**src/rtl/xfer_pkg.sv**
```systemverilog
package xfer_pkg;

    localparam int NREG  = 4;
    localparam int SEL_W = $clog2(NREG);
    localparam int AR_IDX = 2;
    localparam int DR_IDX = 3;

    typedef logic [SEL_W-1:0] sel_t;
    typedef logic [NREG-1:0]  onehot_t;

    typedef enum logic [1:0] {
        MEM_IDLE  = 2'd0,
        MEM_READ  = 2'd1,
        MEM_WRITE = 2'd2
    } mem_cmd_e;

    // Write wins over read when both are requested.
    function automatic mem_cmd_e resolve_cmd(input logic rd, input logic wr);
        if (wr)      return MEM_WRITE;
        else if (rd) return MEM_READ;
        else         return MEM_IDLE;
    endfunction

    function automatic onehot_t decode_sel(input logic en, input sel_t sel);
        onehot_t v;
        v = '0;
        if (en) v[sel] = 1'b1;
        return v;
    endfunction

endpackage

```
**src/rtl/xfer_bus_mux.sv**
```systemverilog
module xfer_bus_mux
    import xfer_pkg::*;
#(
    parameter int DATA_W = 8
) (
    input  logic [DATA_W-1:0] regs_i [NREG],
    input  sel_t              src_sel,
    input  logic              const_en,
    input  logic [DATA_W-1:0] ext_data,
    output logic [DATA_W-1:0] bus_o
);

    logic [DATA_W-1:0] mux_out;

    for (genvar b = 0; b < DATA_W; b++) begin : g_bit
        always_comb begin
            case (src_sel)
                2'd0:    mux_out[b] = regs_i[0][b];
                2'd1:    mux_out[b] = regs_i[1][b];
                2'd2:    mux_out[b] = regs_i[2][b];
                default: mux_out[b] = regs_i[3][b];
            endcase
        end
    end

    assign bus_o = const_en ? ext_data : mux_out;

endmodule

```
**src/rtl/xfer_dest_dec.sv**
```systemverilog
module xfer_dest_dec
    import xfer_pkg::*;
(
    input  logic    en,
    input  sel_t    sel,
    output onehot_t load_o
);

    always_comb load_o = decode_sel(en, sel);

endmodule

```
**src/rtl/xfer_word_mem.sv**
```systemverilog
module xfer_word_mem #(
    parameter int DATA_W = 8,
    parameter int ADDR_W = 4
) (
    input  logic              clk,
    input  logic              we,
    input  logic [ADDR_W-1:0] addr,
    input  logic [DATA_W-1:0] wdata,
    output logic [DATA_W-1:0] rdata
);

    localparam int DEPTH = 1 << ADDR_W;

    logic [DATA_W-1:0] words [DEPTH];

    always_ff @(posedge clk) begin
        if (we) words[addr] <= wdata;
    end

    assign rdata = words[addr];

endmodule

```
**src/rtl/xfer_bus_top.sv**
```systemverilog
module xfer_bus_top
    import xfer_pkg::*;
#(
    parameter int DATA_W = 8,
    parameter int ADDR_W = 4
) (
    input  logic              clk,
    input  logic              rst,
    input  logic [1:0]        src_sel,
    input  logic              const_en,
    input  logic [DATA_W-1:0] ext_data,
    input  logic              load_en,
    input  logic [1:0]        dst_sel,
    input  logic              mem_rd,
    input  logic              mem_wr,
    output logic [DATA_W-1:0] bus_o
);

    logic [DATA_W-1:0] regs_q [NREG];
    logic [DATA_W-1:0] bus_w;
    logic [DATA_W-1:0] mem_rdata;
    onehot_t           load_vec;
    mem_cmd_e          cmd;

    assign cmd = resolve_cmd(mem_rd, mem_wr);

    xfer_bus_mux #(.DATA_W(DATA_W)) u_mux (
        .regs_i   (regs_q),
        .src_sel  (src_sel),
        .const_en (const_en),
        .ext_data (ext_data),
        .bus_o    (bus_w)
    );

    xfer_dest_dec u_dec (
        .en     (load_en),
        .sel    (dst_sel),
        .load_o (load_vec)
    );

    xfer_word_mem #(.DATA_W(DATA_W), .ADDR_W(ADDR_W)) u_mem (
        .clk   (clk),
        .we    (cmd == MEM_WRITE),
        .addr  (regs_q[AR_IDX][ADDR_W-1:0]),
        .wdata (regs_q[DR_IDX]),
        .rdata (mem_rdata)
    );

    for (genvar g = 0; g < NREG; g++) begin : g_reg
        if (g == DR_IDX) begin : g_dr
            always_ff @(posedge clk) begin
                if (rst)                    regs_q[g] <= '0;
                else if (cmd == MEM_READ)   regs_q[g] <= mem_rdata;
                else if (load_vec[g])       regs_q[g] <= bus_w;
            end
        end else begin : g_gp
            always_ff @(posedge clk) begin
                if (rst)               regs_q[g] <= '0;
                else if (load_vec[g])  regs_q[g] <= bus_w;
            end
        end
    end

    assign bus_o = bus_w;

endmodule

```
**config.mk**
```make
export PLATFORM = sky130hd
export DESIGN_NAME = xfer_bus_top
export DESIGN_NICKNAME = d
export VERILOG_FILES = /design/src/rtl/xfer_pkg.sv /design/src/rtl/xfer_bus_mux.sv /design/src/rtl/xfer_dest_dec.sv /design/src/rtl/xfer_word_mem.sv /design/src/rtl/xfer_bus_top.sv
export SDC_FILE = /design/constraint.sdc
export NUM_CORES = 1
export LEC_CHECK = 0
export BUFFER_PORTS_ARGS = -buffer_cell sky130_fd_sc_hd__buf_4
export CORE_AREA = 5 5 112 114
export CTS_CLUSTER_DIAMETER = 150
export DETAILED_ROUTE_END_ITERATION = 10
export DIE_AREA = 0 0 117 119
export PLACE_DENSITY = 0.77
export RECOVER_POWER = 100
export SLEW_MARGIN = 15
export SYNTH_ARGS = -nofsm -noshare
export SYNTH_HDL_FRONTEND = slang
export SYNTH_SLANG_ARGS = --single-unit
export TNS_END_PERCENT = 50
```
**constraint.sdc**
```tcl
create_clock -name clk -period 2.8 [get_ports clk]
set_clock_uncertainty 0.15 [all_clocks]
set_input_delay 0.42 -clock clk [delete_from_list [all_inputs] [get_ports clk]]
set_output_delay 0.42 -clock clk [all_outputs]
set_load 0.01 [all_outputs]
```
==> run metrics, run 1 <==
commonest non-fill, non-tap cell in the layout=edfxtp_1; Seq. cell area=4570 um^2; max capacitance violation total=0; synthesized area=6680 um^2; largest net degree at the start of global routing=36; Die Y=119 um; Crit path arrival time=roughly 2.0 ns; CP Capture Type=primary output; sw frac=0.227; CTS tree=yes; routed len/inst=22.9 um; # setup viols final=0; Clk pwr share=0.421; vias in the first global route=4209; Critical path buffers and inverters=1; Skew-Pair Late Insertion Delay=0.42 ns; post-synthesis sequential area ratio=0.683; synthesized area per cell=14.1 um^2; Critical Path Start Type=flop; GR Overflow Total=0; CTS H-tree lvls=4; CTS resizes=0; leakage power=2.40 nW; most frequent cells in the layout=edfxtp_1 (128), mux2i_1 (68), nand3_1 (36), dfxtp_1 (35); sequential share of power=0.515; Final Cell Area=7600 um^2; hold_buf cts=0; Cell Int Power=around 4.1 mW; dpl ws=0.656 ns; Final period util=0.923; core area=around 11000 um^2; DR iter-0 viols=572; Slew @ Worst Pin=0.945 ns; row cnt=39; post-CTS setup buffers=0; clk slew on worst S/H paths=approximately 0.070 ns; Hold Vio Cnt, Final=0; GPL Wtd Cong=0.912; worst path cell trace=mux4_2 -> mux2_1 -> clkbuf_1; antenna cells=0; Max IR drop VDD=413 uV; switching power=1.19 mW; YS warnings=0; Routed Antenna Nets=0; I/O Pins=26; final critical path time including I/O delays and setup=2.59 ns; Nets=530; Final Max Slew Viols=0; DRC Markers=0; Syn Nets=around 490; area occupied by multi-input gates=between 1500 and 2000 um^2; slowest CP cell=mux4_2; type of the worst setup path=reg2out; detailed placer's ending HPWL=9850 um; cell family with most CP delay=multiplexers; Fmax achieved=387 MHz; critical path's largest stage delay=between 0.5 and 0.6 ns; data required time of the worst path=between 2 and 2.5 ns; Detailed Route WL=15300 um; via/cell ratio=6.38; power per cell area=692 nW/um^2; first-pass GRT wire length=around 24000 um; die width=117 um; Seq cells post-synth=164; combinational share of power=0.064; fillers=836; via count of the routed design=4261; layout cells sized above 1=0.133; Num CTS Buffers=17; Longest Clk Path Bufs=2; Distinct cells, synth=31; status=finished, final reports clean; setup TNS=0 ns; Num Clock Sinks=164; Post-Synthesis Cells=475; Post-DP Area=7080 um^2; Worst Hold Class=in2reg; area of the die=13900 um^2; normalized max-slew margin=0.370; CP max FO=18; RSZ-0062 raised after global routing=false; initial antenna violation count=0; DRT Pass-1 Iters=8; GRT Total Usage=0.232; starting density of the core=0.590; setup ws final=0.214 ns; clock root buffer=clkbuf_16; port bufs=25; Layout Area Growth over Synthesis=13.7%
## power by group through the flow
stage / combinational [mW] / clock, mW / sequential (mW)
finish: 0.338 / 2.21 / 2.71
global route: 0.365 / 2.36 / 2.71
CTS: 0.345 / 2.23 / 2.70
detailed placement: 0.341 / 0 / 2.76
global placement: 0.332 / 0 / 2.75
floorplan: 0.188 / 0 / 2.76
## kinds of logic (layout without fill, tap and decap cells)
group           after synthesis  after routing  synth area share
buf+inv                      28             78            0.0182
flops                       164            164             0.683
mux                          73             73             0.115
simple gates                120            120            0.0910
compound gates               90             90            0.0925
## sequential cells by signal, summed over array words and instances (netlist names), named ones only
signal,cells
regs_q,32
u_mem.words,128
## worst paths after layout
check	start	to	slack [ns]	cells after the start
worst min register to register	regs_q[18]	regs_q[18]	0.31	2
worst max register to register	flop	regs_q[4]	0.38	5
worst max-delay path	regs_q[7]	bus_o[7]	0.21	3
worst min-delay path	rst	regs_q[26]	0.25	2
## cell type report
| cell class | count | share of cell area |
|---|---|---|
| Clock buffer | 19 | 0.0583 |
| Clock inverter | 13 | 0.0161 |
| Inverter | 1 | 0.000494 |
| Multi-Input combinational cell | 283 | 0.263 |
| Sequential cell | 164 | 0.601 |
| Tap cell | 143 | 0.0236 |
| Timing Repair Buffer | 45 | 0.0377 |
## metrics by stage
stage	total power, mW	util	hold WS, ns	cells
3_5_place_dp	3.10	0.626	0.298	636
5_1_grt	5.43	0.671	0.262	668
6_report	5.25	0.671	0.252	668
4_1_cts	5.28	0.676	0.237	668
3_3_place_gp	3.09	0.626	0.293	636
2_1_floorplan	2.95	-	0.283	475
## cell usage after synthesis
library cell    n  area (um^2)
a21oi_1        31          155
a22oi_1        30          225
a2bb2oi_1      12          105
a31oi_1         2         12.5
a32oi_1         8         70.1
and2_1          8         50.1
and2b_1         1         7.51
and3b_1         2         17.5
buf_1           1         3.75
buf_2          13         65.1
clkbuf_1       13         48.8
clkinv_1        1         3.75
dfxtp_1        36          721
edfxtp_1      128         3840
mux2_2          2         22.5
mux2i_1        68          681
mux4_2          3         67.6
nand2_1        30          113
nand2b_1        2         12.5
nand3_1        36          180
nand3b_1        6         45.0
nand4_1         1         6.26
nor2_1         20         75.1
nor2b_1         4         25.0
nor3_1          4         20.0
nor3b_1         1         7.51
nor3b_2         2         25.0
o211ai_1        6         45.0
o21ai_1         1         5.00
or2_1           1         6.26
or3b_1          2         17.5
## worst register-to-register path, cell delays in order (launching register included)
cell	delay (ns)
dfxtp_1	0.50
clkbuf_2	0.79
mux2i_1	0.24
a22oi_1	0.41
nand3_1	0.14
o211ai_1	0.12
## layer usage
layer  wire [um]  track usage  part of all wire  vias up
met3        1300       0.0629             0.085       24
met5           0            0                 0        -
met2        7560        0.357              0.49      209
li1            -            -                 -     1920
met4         268       0.0753             0.017        0
met1        6190        0.323              0.40     2108
No activity file was read; power rests on OpenSTA's default activity.
==> run 2, diff against run 1 <==
--- a/config.mk
+++ b/config.mk
@@ -6,11 +6,10 @@
 export NUM_CORES = 1
 export LEC_CHECK = 0
 export BUFFER_PORTS_ARGS = -buffer_cell sky130_fd_sc_hd__buf_4
-export CORE_AREA = 5 5 112 114
+export CORE_AREA = 5 5 156 158
 export CTS_CLUSTER_DIAMETER = 150
 export DETAILED_ROUTE_END_ITERATION = 10
-export DIE_AREA = 0 0 117 119
-export PLACE_DENSITY = 0.77
+export DIE_AREA = 0 0 161 163
 export RECOVER_POWER = 100
 export SLEW_MARGIN = 15
 export SYNTH_ARGS = -nofsm -noshare
==> run 2 against run 1 <==
- worst setup slack improved by 0.26 ns
- critical endpoint is now bus_o[0]
- global-route usage fell by 11 points
- first-iteration DRC count fell by 28%
- utilization decreased by 33 points
- combinational power about the same
- largest power group unchanged
==> run metrics, run 2 (synthesis gave the netlist of run 1 again) <==
first-pass GRT wire length=roughly 24000 um; Final Cell Area=7800 um^2; # setup viols final=0; CP max FO=9; vias in the first global route=4194; Die Y=163 um; DR iter-0 viols=between 400 and 500; setup ws final=between 0.4 and 0.5 ns; Num Clock Sinks=approximately 160; post-CTS setup buffers=0; fillers=2261; initial antenna violation count=0; power per cell area=692 nW/um^2; Detailed Route WL=roughly 15000 um; Critical path buffers and inverters=1; Slew @ Worst Pin=0.953 ns; hold_ws=0.266 ns; launch point of the worst path=regs_q[8]; Layout Utilization=0.339; Worst Hold Class=in2reg; via/cell ratio=5.14; area of the die=26200 um^2; die width=161 um; setup TNS=0 ns; Final period util=0.830; worst hold start=rst; routed len/inst=19.0 um; Longest Clk Path Bufs=2; clk slew on worst S/H paths=0.06 ns; Skew-Pair Late Insertion Delay=0.42 ns; CTS tree=yes; DP Cell Count=just under 800; dpl ws=0.556 ns; DRC Markers=0; data required time of the worst path=2.23 ns; DRT Pass-1 Iters=5; antenna cells=0; Hold Vio Cnt, Final=0; GRT Total Usage=0.120; final critical path time including I/O delays and setup=2.32 ns; via count of the routed design=4173; CP Capture Type=primary output; Post-DP Area=approximately 7300 um^2; Max IR drop VDD=363 uV; max FFs per register=128; largest net degree at the start of global routing=36; row cnt=56; clock root buffer=clkbuf_16; status=finished, final reports clean; total power=roughly 5.4 mW; Top Registers=u_mem.words: 128 flops, regs_q: 32 flops; Crit path arrival time=1.75 ns; commonest non-fill, non-tap cell in the layout=edfxtp_1; cell family with most CP delay=flip-flops; Final Non-Filler Cells=812; normalized max-slew margin=0.365; GR Overflow Total=0; leakage power=~2.4 nW; I/O Pins=26; slowest CP cell=dfxtp_1; type of the worst setup path=reg2out; Nets=530; detailed placer's ending HPWL=10300 um; Fmax achieved=430 MHz; Largest Register=u_mem.words; Layout Area Growth over Synthesis=16.7%; CTS resizes=0; critical path's largest stage delay=0.56 ns; most frequent cells in the layout=edfxtp_1 (128), mux2i_1 (68), nand3_1 (36), dfxtp_1 (34), a21oi_1 (31); GPL Wtd Cong=0.827; port bufs=25; max capacitance violation total=0; layout cells sized above 1=0.119; core area=roughly 23000 um^2; Final Max Slew Viols=0; starting density of the core=0.291; RSZ-0062 raised after global routing=false; Critical Path Start Type=flop; hold_buf cts=0; Routed Antenna Nets=0; Num CTS Buffers=17; worst path cell trace=nor2_1 -> a2bb2oi_1 -> and2_0 -> buf_4; CTS H-tree lvls=4
run 2: cell types whose count changed in the layout (fill, tap and decap cells not counted), sizes merged:
cell	change
buf	-3
bufinv	+3
clkinvlp	-1
clkbuf	+3
inv	-5
run 2: layout make-up:
class / count / area [um^2] / area share
Sequential cell: 164 / 4570 / 0.586
Multi-Input combinational cell: 283 / 2000 / 0.256
Clock buffer: 19 / 433 / 0.0555
Tap cell: 290 / 363 / 0.0465
Timing Repair Buffer: 45 / 274 / 0.0351
Clock inverter: 10 / 160 / 0.0205
Inverter: 1 / 3.75 / 0.000481
run 2: where the power goes:
group	leakage, nW	switching [mW]	internal (mW)	total (mW)
clock network	0.278	0.886	1.47	2.36
registers	1.45	0.0253	2.68	2.70
logic	0.664	0.218	0.118	0.337
run 2: path summary, 6_finish.rpt:
check	slack, ns	depth (start not counted)	endpoint
max reg2reg	0.64	5	regs_q[5]
max	0.48	4	bus_o[0]
min	0.27	2	regs_q[23]
min reg2reg	0.31	2	regs_q[17]
run 2: routing by layer:
metal | share of wire | vias to the layer above | GRT usage
li1 | - | 1909 | -
met1 | 0.43 | 2128 | 0.159
met2 | 0.50 | 125 | 0.198
met3 | 0.059 | 11 | 0.0301
met4 | 0.0069 | 0 | 0.0322
met5 | 0 | - | 0
